<file path="src/rtl/prot_scramble.sv">
module prot_scramble #(
  parameter logic [7:0] OUTER_RST = 8'h80
) (
  input  logic        clk,
  input  logic        rst_n,
  input  logic [15:0] cpu_addr,
  input  logic [7:0]  cpu_din,
  input  logic        cpu_we,
  input  logic        cpu_re,
  output logic [7:0]  rd_data,
  output logic [5:0]  win_e,
  output logic [5:0]  win_c,
  output logic [5:0]  win_a,
  output logic        mode_active,
  output logic        outer_hi
);

  logic [7:0] latch_q, outer_q, mode_q;
  logic [7:0] mode_n;
  logic       lock_q, lock_n;
  logic [5:0] scr_q, scr_n;
  logic [5:0] ov0_q, ov1_q, ov2_q, ov0_n, ov1_n, ov2_n;
  logic       run;

  wire exp_hit  = cpu_addr[15:12] == 4'h5;
  wire exp_wr   = cpu_we & exp_hit;
  wire outer_wr = exp_wr & ((cpu_addr & 16'h5180) == 16'h5180);
  wire cmd_hit  = cpu_we & (cpu_addr[15:13] == 3'b100);
  wire scr_wr   = cmd_hit & (cpu_addr[1:0] == 2'b01);
  wire mode_wr  = cmd_hit & (cpu_addr[1:0] == 2'b11);

  function automatic logic [5:0] rev6(input logic [5:0] v);
    for (int i = 0; i < 6; i++) rev6[i] = v[5-i];
  endfunction

  function automatic logic [7:0] prot_val(input logic [1:0] s);
    case (s)
      2'd0, 2'd1: prot_val = 8'h83;
      2'd2:       prot_val = 8'h42;
      default:    prot_val = 8'h00;
    endcase
  endfunction

  always_comb begin
    scr_n  = scr_wr ? rev6(cpu_din[5:0]) : scr_q;
    mode_n = mode_wr ? cpu_din : mode_q;
    lock_n = lock_q;
    ov0_n  = ov0_q;
    ov1_n  = ov1_q;
    ov2_n  = ov2_q;
    run    = mode_wr | (scr_wr & ~lock_q);
    if (run) begin
      case (mode_n[5:0])
        6'h20, 6'h29, 6'h2B, 6'h3C, 6'h3F: begin lock_n = 1'b1; ov0_n = scr_n; end
        6'h26: begin lock_n = 1'b0; ov0_n = scr_n; end
        6'h2C: begin lock_n = 1'b1; if (scr_n != 6'd0) ov0_n = scr_n; end
        6'h28: begin lock_n = 1'b0; ov1_n = scr_n; end
        6'h2A: begin lock_n = 1'b0; ov2_n = scr_n; end
        6'h2F: ;
        default: mode_n = 8'h00;
      endcase
    end
  end

  always_ff @(posedge clk) begin
    if (!rst_n) begin
      latch_q <= 8'h00;
      outer_q <= OUTER_RST;
      mode_q  <= 8'h00;
      lock_q  <= 1'b0;
      scr_q   <= 6'd0;
      ov0_q   <= 6'd0;
      ov1_q   <= 6'd0;
      ov2_q   <= 6'd0;
    end else begin
      if (exp_wr)   latch_q <= prot_val(cpu_din[1:0]);
      if (outer_wr) outer_q <= cpu_din;
      mode_q <= mode_n;
      lock_q <= lock_n;
      scr_q  <= scr_n;
      ov0_q  <= ov0_n;
      ov1_q  <= ov1_n;
      ov2_q  <= ov2_n;
    end
  end

  assign rd_data     = (cpu_re & exp_hit) ? latch_q : 8'h00;
  assign outer_hi    = outer_q[7];
  assign mode_active = |mode_q[5:0];
  assign win_e       = ov0_q | {outer_q[7], 5'd0};
  assign win_c       = ov1_q | {outer_q[7], 5'd0};
  assign win_a       = ov2_q | {outer_q[7], 5'd0};

endmodule

</file>
<file path="config.mk">
export PLATFORM = sky130hd
export DESIGN_NAME = prot_scramble
export DESIGN_NICKNAME = d
export VERILOG_FILES = /design/src/rtl/prot_scramble.sv
export SDC_FILE = /design/constraint.sdc
export NUM_CORES = 1
export LEC_CHECK = 0
export BUFFER_PORTS_ARGS = -buffer_cell sky130_fd_sc_hd__buf_4
export CORE_MARGIN = 1
export CORE_UTILIZATION = 50
export DETAILED_ROUTE_END_ITERATION = 7
export GPL_ROUTABILITY_DRIVEN = 0
export GPL_TIMING_DRIVEN = 0
export PLACE_DENSITY_LB_ADDON = 0.25
export RECOVER_POWER = 100
export SLEW_MARGIN = 20
export SYNTH_ARGS = -nofsm -noshare
export SYNTH_HDL_FRONTEND = slang
export SYNTH_SLANG_ARGS = --single-unit
</file>
<file path="constraint.sdc">
create_clock -name clk -period 3.75 [get_ports clk]
set_input_delay 0.75 -clock clk [delete_from_list [all_inputs] [get_ports clk]]
set_output_delay 0.75 -clock clk [all_outputs]
set_load 0.01 [all_outputs]
</file>
* After elaboration in Yosys (flattened, before gate mapping)
Cells that the tools add are included.
** Operators by class
- Reduce and logical (&&, ||, !) cells :: 14
- Muxes and demuxes :: 9
- Bitwise logic cells :: 12
- Equality and inequality tests :: 18
** Operators with widths (number)
- == test 6 bit, second input constant :: 10
- two-way mux 8 bit :: 4
- bitwise OR 6 bit :: 3
- OR reduction 6 bit :: 3
- case mux 8 bit (2 select lines) :: 1
- two-way mux 6 bit :: 2
- case mux 6 bit (2 select lines) :: 1
- OR reduction 10 bit :: 1
- AND 1 bit :: 7
- AND reduction 2 bit :: 3
- nonzero test 6 bit :: 1
- == test 2 x 1 -> 1 bit, second input constant :: 2
- == test 2 bit, second input constant :: 2
- == test 4 x 3 -> 1 bit, second input constant :: 1
- == test 4 bit, second input constant :: 1
- nonzero test 2 bit :: 2
- == test 3 bit, second input constant :: 1
- AND reduction 3 bit :: 1
- OR reduction 3 bit :: 1
- zero test 2 bit :: 1
- != test 2 bit, second input constant :: 1
- case mux 1 bit (2 select lines) :: 1
- OR reduction 2 bit :: 1
- NOT 1 bit :: 1
- bitwise OR 1 bit :: 1
** Word-level totals
- Register bits :: 49
- Logic and storage cells :: 61

* Depth between registers and ports, before layout
- Depth in word-level cells :: 8
- Gate-level depth with buffers :: 8
- Depth with buffers taken out :: 6

* Least setup slack after synthesis
Ideal clock, no wire load.
- Path kind :: input to register
- Start point :: in cpu_din[3]
- End point :: reg ov0_q[0]
- Buffers on the path :: 1
- Slack :: 1.445 ns
- Setup time :: 0.121 ns
- Arrival time :: 2.184 ns
- Stages :: 6
- Data required time :: 3.629 ns
- Cell sequence :: clkbuf_2 or4_4 a21boi_4 a22o_4 o311ai_4 mux2_4
** On the way
- Word-level cells in the longest chain between the ends :: 5
- Elaborated cells between the ends (all ways) :: 15
- Classes of those cells :: eq/ne (8); mux (3); reduce/logical (4)
** Ends and longest elaborated chain
- from (decl) :: RTL line 7 : input logic [7:0] cpu_din,
- two-way mux 8 bit :: RTL line 46 : mode_n = mode_wr ? cpu_din : mode_q;
- == test 6 bit :: RTL line 53 : case (mode_n[5:0])
- OR reduction 6 bit (no line)
- nonzero test 2 bit (no line)
- AND reduction 3 bit (no line)
- to (signal assigned) :: RTL line 81 : ov0_q <= ov0_n;
- to (decl) :: RTL line 22 : logic [5:0] ov0_q, ov1_q, ov2_q, ov0_n, ov1_n, ov2_n;
Several ways; a longest one is shown, not always the timed one.
A chain may end at the register's enable or synchronous reset.

* Final worst setup path
- Start point :: in cpu_we
- End point :: reg ov0_q[0]
** On the way
- Word-level cells in the longest chain between the ends :: 7
- Elaborated cells between the ends (all ways) :: 21
- Classes of those cells :: eq/ne (8); mux (4); bitwise (5); reduce/logical (4)
** Ends and longest elaborated chain
- from (decl) :: RTL line 8 : input logic cpu_we,
- AND 1 bit (*) :: RTL line 28 : wire cmd_hit = cpu_we & (cpu_addr[15:13] == 3'b100);
- AND 1 bit :: RTL line 30 : wire mode_wr = cmd_hit & (cpu_addr[1:0] == 2'b11);
- two-way mux 8 bit :: RTL line 46
- == test 6 bit :: RTL line 53
- OR reduction 6 bit (no line)
- nonzero test 2 bit (no line)
- AND reduction 3 bit (no line)
Mark *: on every way between the ends. The rest lies on a longest branch, timed or not. The select of a mux whose other input is x is not followed.

==> results.tsv <==
metric	value	unit
worst r2r dst	ov0_q[0]$_SDFFE_PN0P_	
Worst Reg-to-Reg Cells	6	
Hold Path Cell Cnt	1	
Synth async-reset ratio	0	%
post-synthesis sequential area ratio	34.74	%
Sink Count	35	
reg-to-reg startpoint	mode_q[3]$_SDFF_PN0_	
fin crit share	66.52	%
status	finished, final reports clean	
Pwr per Cell Area	324.3	nW/um^2
hold_sp	ov2_q[5]$_SDFFE_PN0P_	
clk root buf	clkbuf_8	
simple-gate share of the synthesized area	26.18	%
Hold WC Path Type	reg -> reg	
mux share of post-synthesis cell area	10.79	%
Post-Place Cells	309	
Cell Area, Synth	2017	um^2
total of max-cap violations	0	
proportion of power drawn by combinational gates	8.2	%
Worst EP required	3.92	ns
ANT nets after route	0	
Worst Path Max Fanout	6	
CTS Buf Count	5	
pre-CTS setup slack	1.176	ns
Critical Path AT	2.67	ns
H-tree depth	2	
full die area	4292	um^2
vias in the first global route	1497	
Slew @ Worst Pin	0.5166	ns
share of cells above drive strength 1	24.16	%
Worst Skew	0.004553	ns
utilization after layout	63.57	%
die height	65.51	um
Slew HR	65.56	%
area delta synth->final	18.86	%
final wirelength	4157	um
WS Path Type	in -> reg	
final hold vios	0	
gr ovfl total	0	
Final nets	296	
slowest cell delay on critical path	0.39	ns
Worst Setup End Kind	register	
WL/cell	13.11	um
cell taking the most area after synthesis	dfxtp_1	
Synth top cells by count	35 x dfxtp_1, 23 x nand2_1, 21 x buf_4	
DRC Markers	0	
Layout fillers	362	
aggregate global-route resource usage	21.13	%
HPWL Detailed	3087	um
Pwr Total	0.0007773	W
unrepaired setup endpoints after global routing	false	
internal power	0.0006006	W
Switching Fraction	22.74	%
Setup violations, final	0	
worst hold path endpoint	ov2_q[5]$_SDFFE_PN0P_	
largest family of logic cells by synthesized area	simple AND/OR/NAND/NOR gates	
Initial Util	53.48	%
Yosys cell types	54	
final cell count without fillers	317	
input/output buffers	40	
Clock Path Buffers	2	
power share of the sequential group	48.1	%
clock latency on the worst-skew pair	0.29	ns
count leader, synth	dfxtp_1	
Main synth FF type	dfxtp_1	
Ant. Diodes	0	
core area	3771	um^2
CTS tree	done	
1st-iter DRT viols	95	
fmax	400.9	MHz
min cycle time layout	2.494	ns
Post-synth EDFFs	0	
post-cts repair resize count	0	
FF-to-FF setup slack	1.71	ns
Max VDD drop	0.2947	mV
slowest CP cell	mux2i_1	
clock share of power	43.6	%
Post-Route Setup TNS	0	ns
post-synthesis area per instance	9.252	um^2
Synth Area in Compound Gates	17.06	%
Slew Viols, Final	0	
Gate Count Post-Synth	218	
Die Width	65.51	um
synthesis-stage register bit count	35	
startpoint types	primary input	
Synth top area share	34.74	%
post-cts hold buffer count	0	
adder and majority cell fraction of the synthesized area	0	%
via/cell ratio	5.338	
most used cell, CP	clkbuf_1	
NetSw	0.0001768	W
setup slack after layout	1.256	ns
largest net degree at the start of global routing	13	
DRT Pass-1 Iters	4	
initial antenna violation count	0	
Pleak	1.178	nW
routed via count	1692	
synth top area cells	dfxtp_1 35%, buf_4 7.8%, mux2i_1 6.0%, o211a_1 6.0%, nand2_1 4.3%	
Synth warnings	0	
first-pass GRT wire length	6920	um
xor-xnor portion of the synthesized cell area	0.4342	%
Reg clk slew, reported paths	0.07	ns
critical-path cell list	clkbuf_1 > and4bb_1 > and2_0 > nand2b_1 > clkbuf_1 > mux2i_1 > nor2b_1 > mux2_1	
# Post-CTS Setup Buffers	0	
# IOs	56	
# rows	22	
[worst max path at each step]
stage / startpoint / end / slack, ns / cells after the start
5_1_grt: cpu_we / ov0_q[0]$_SDFFE_PN0P_ / 1.16 / 8
4_1_cts: cpu_addr[15] / rd_data[7] / 1.38 / 5
3_3_place_gp: cpu_din[2] / ov0_q[4]$_SDFFE_PN0P_ / 1.20 / 7
3_5_place_dp: cpu_din[2] / ov0_q[0]$_SDFFE_PN0P_ / 1.18 / 7
2_1_floorplan: cpu_din[3] / ov0_q[0]$_SDFFE_PN0P_ / 1.44 / 6
6_report: cpu_we / ov0_q[0]$_SDFFE_PN0P_ / 1.26 / 8
[sequential cells by signal, indices dropped and copies added, names as in the netlist]
signal	flops
outer_q	1
ov0_q	6
mode_q	6
ov1_q	6
scr_q	6
latch_q	3
lock_q	1
ov2_q	6
[power groups by stage]
stage	Clock, W	Combinational, W	Sequential, W
after floorplan	0	0.0000394	0.000382
after global placement	0	0.0000645	0.000383
after CTS	0.000345	0.0000655	0.000374
after detailed placement	0	0.0000652	0.000383
final	0.000339	0.0000640	0.000374
after global routing	0.000363	0.0000698	0.000374
[kinds of logic after synthesis]
group                     after synthesis
muxes                                  19
AOI/OAI and AO/OA                      39
and+or+nand+nor                        91
DFF                                    35
buffers and inverters                  32
xor gates and xnor gates                1
other                                   1
[layout by cell type, fill, tap and decap left out, types with 3 or more instances in the layout]
cell	instances
nor3b_1	4
nor2b_1	8
buf_2	4
nor2_1	9
nand2b_1	4
or2_2	3
mux2i_1	12
mux2_1	5
o211a_1	12
buf_4	34
dfxtp_1	35
clkbuf_1	27
nand3_1	6
o21ai_0	5
nand2_1	23
and2_1	7
nand3b_1	3
and3_1	5
nor3_1	4
a21oi_1	6
conb_1	4
clkbuf_4	5
clkbuf_8	5
[stage by stage]
step,hold WS (ns),area [um^2]
after floorplan,0.4639,2028
after global placement,0.4784,2389
after detailed placement,0.4822,2389
after CTS,0.4989,2501
after global routing,0.5241,2397
final,0.4978,2397
[routing by layer]
metal	GRT usage (%)	wire [um]
met5	0	0
met4	6.522	48
met3	4.340	211
met2	35.31	1936
met1	27.14	1961
[worst max-delay path: cells and delay by family]
kind	cells	cell delay, ns
buffers and inverters	2	0.46
multiplexers	2	0.70
AND/OR/NAND/NOR	4	0.77
[cell type report]
| type | count | area [um^2] | area share [%] |
|---|---|---|---|
| Sequential cell | 35 | 700.7 | 29.23 |
| Timing Repair Buffer | 40 | 217.7 | 9.081 |
| Buffer | 32 | 212.7 | 8.873 |
| Clock buffer | 5 | 68.82 | 2.871 |
| Multi-Input combinational cell | 154 | 1094 | 45.62 |
| Clock inverter | 3 | 43.79 | 1.827 |
| Tap cell | 48 | 60.06 | 2.505 |
No activity file was read; power rests on OpenSTA's default activity.
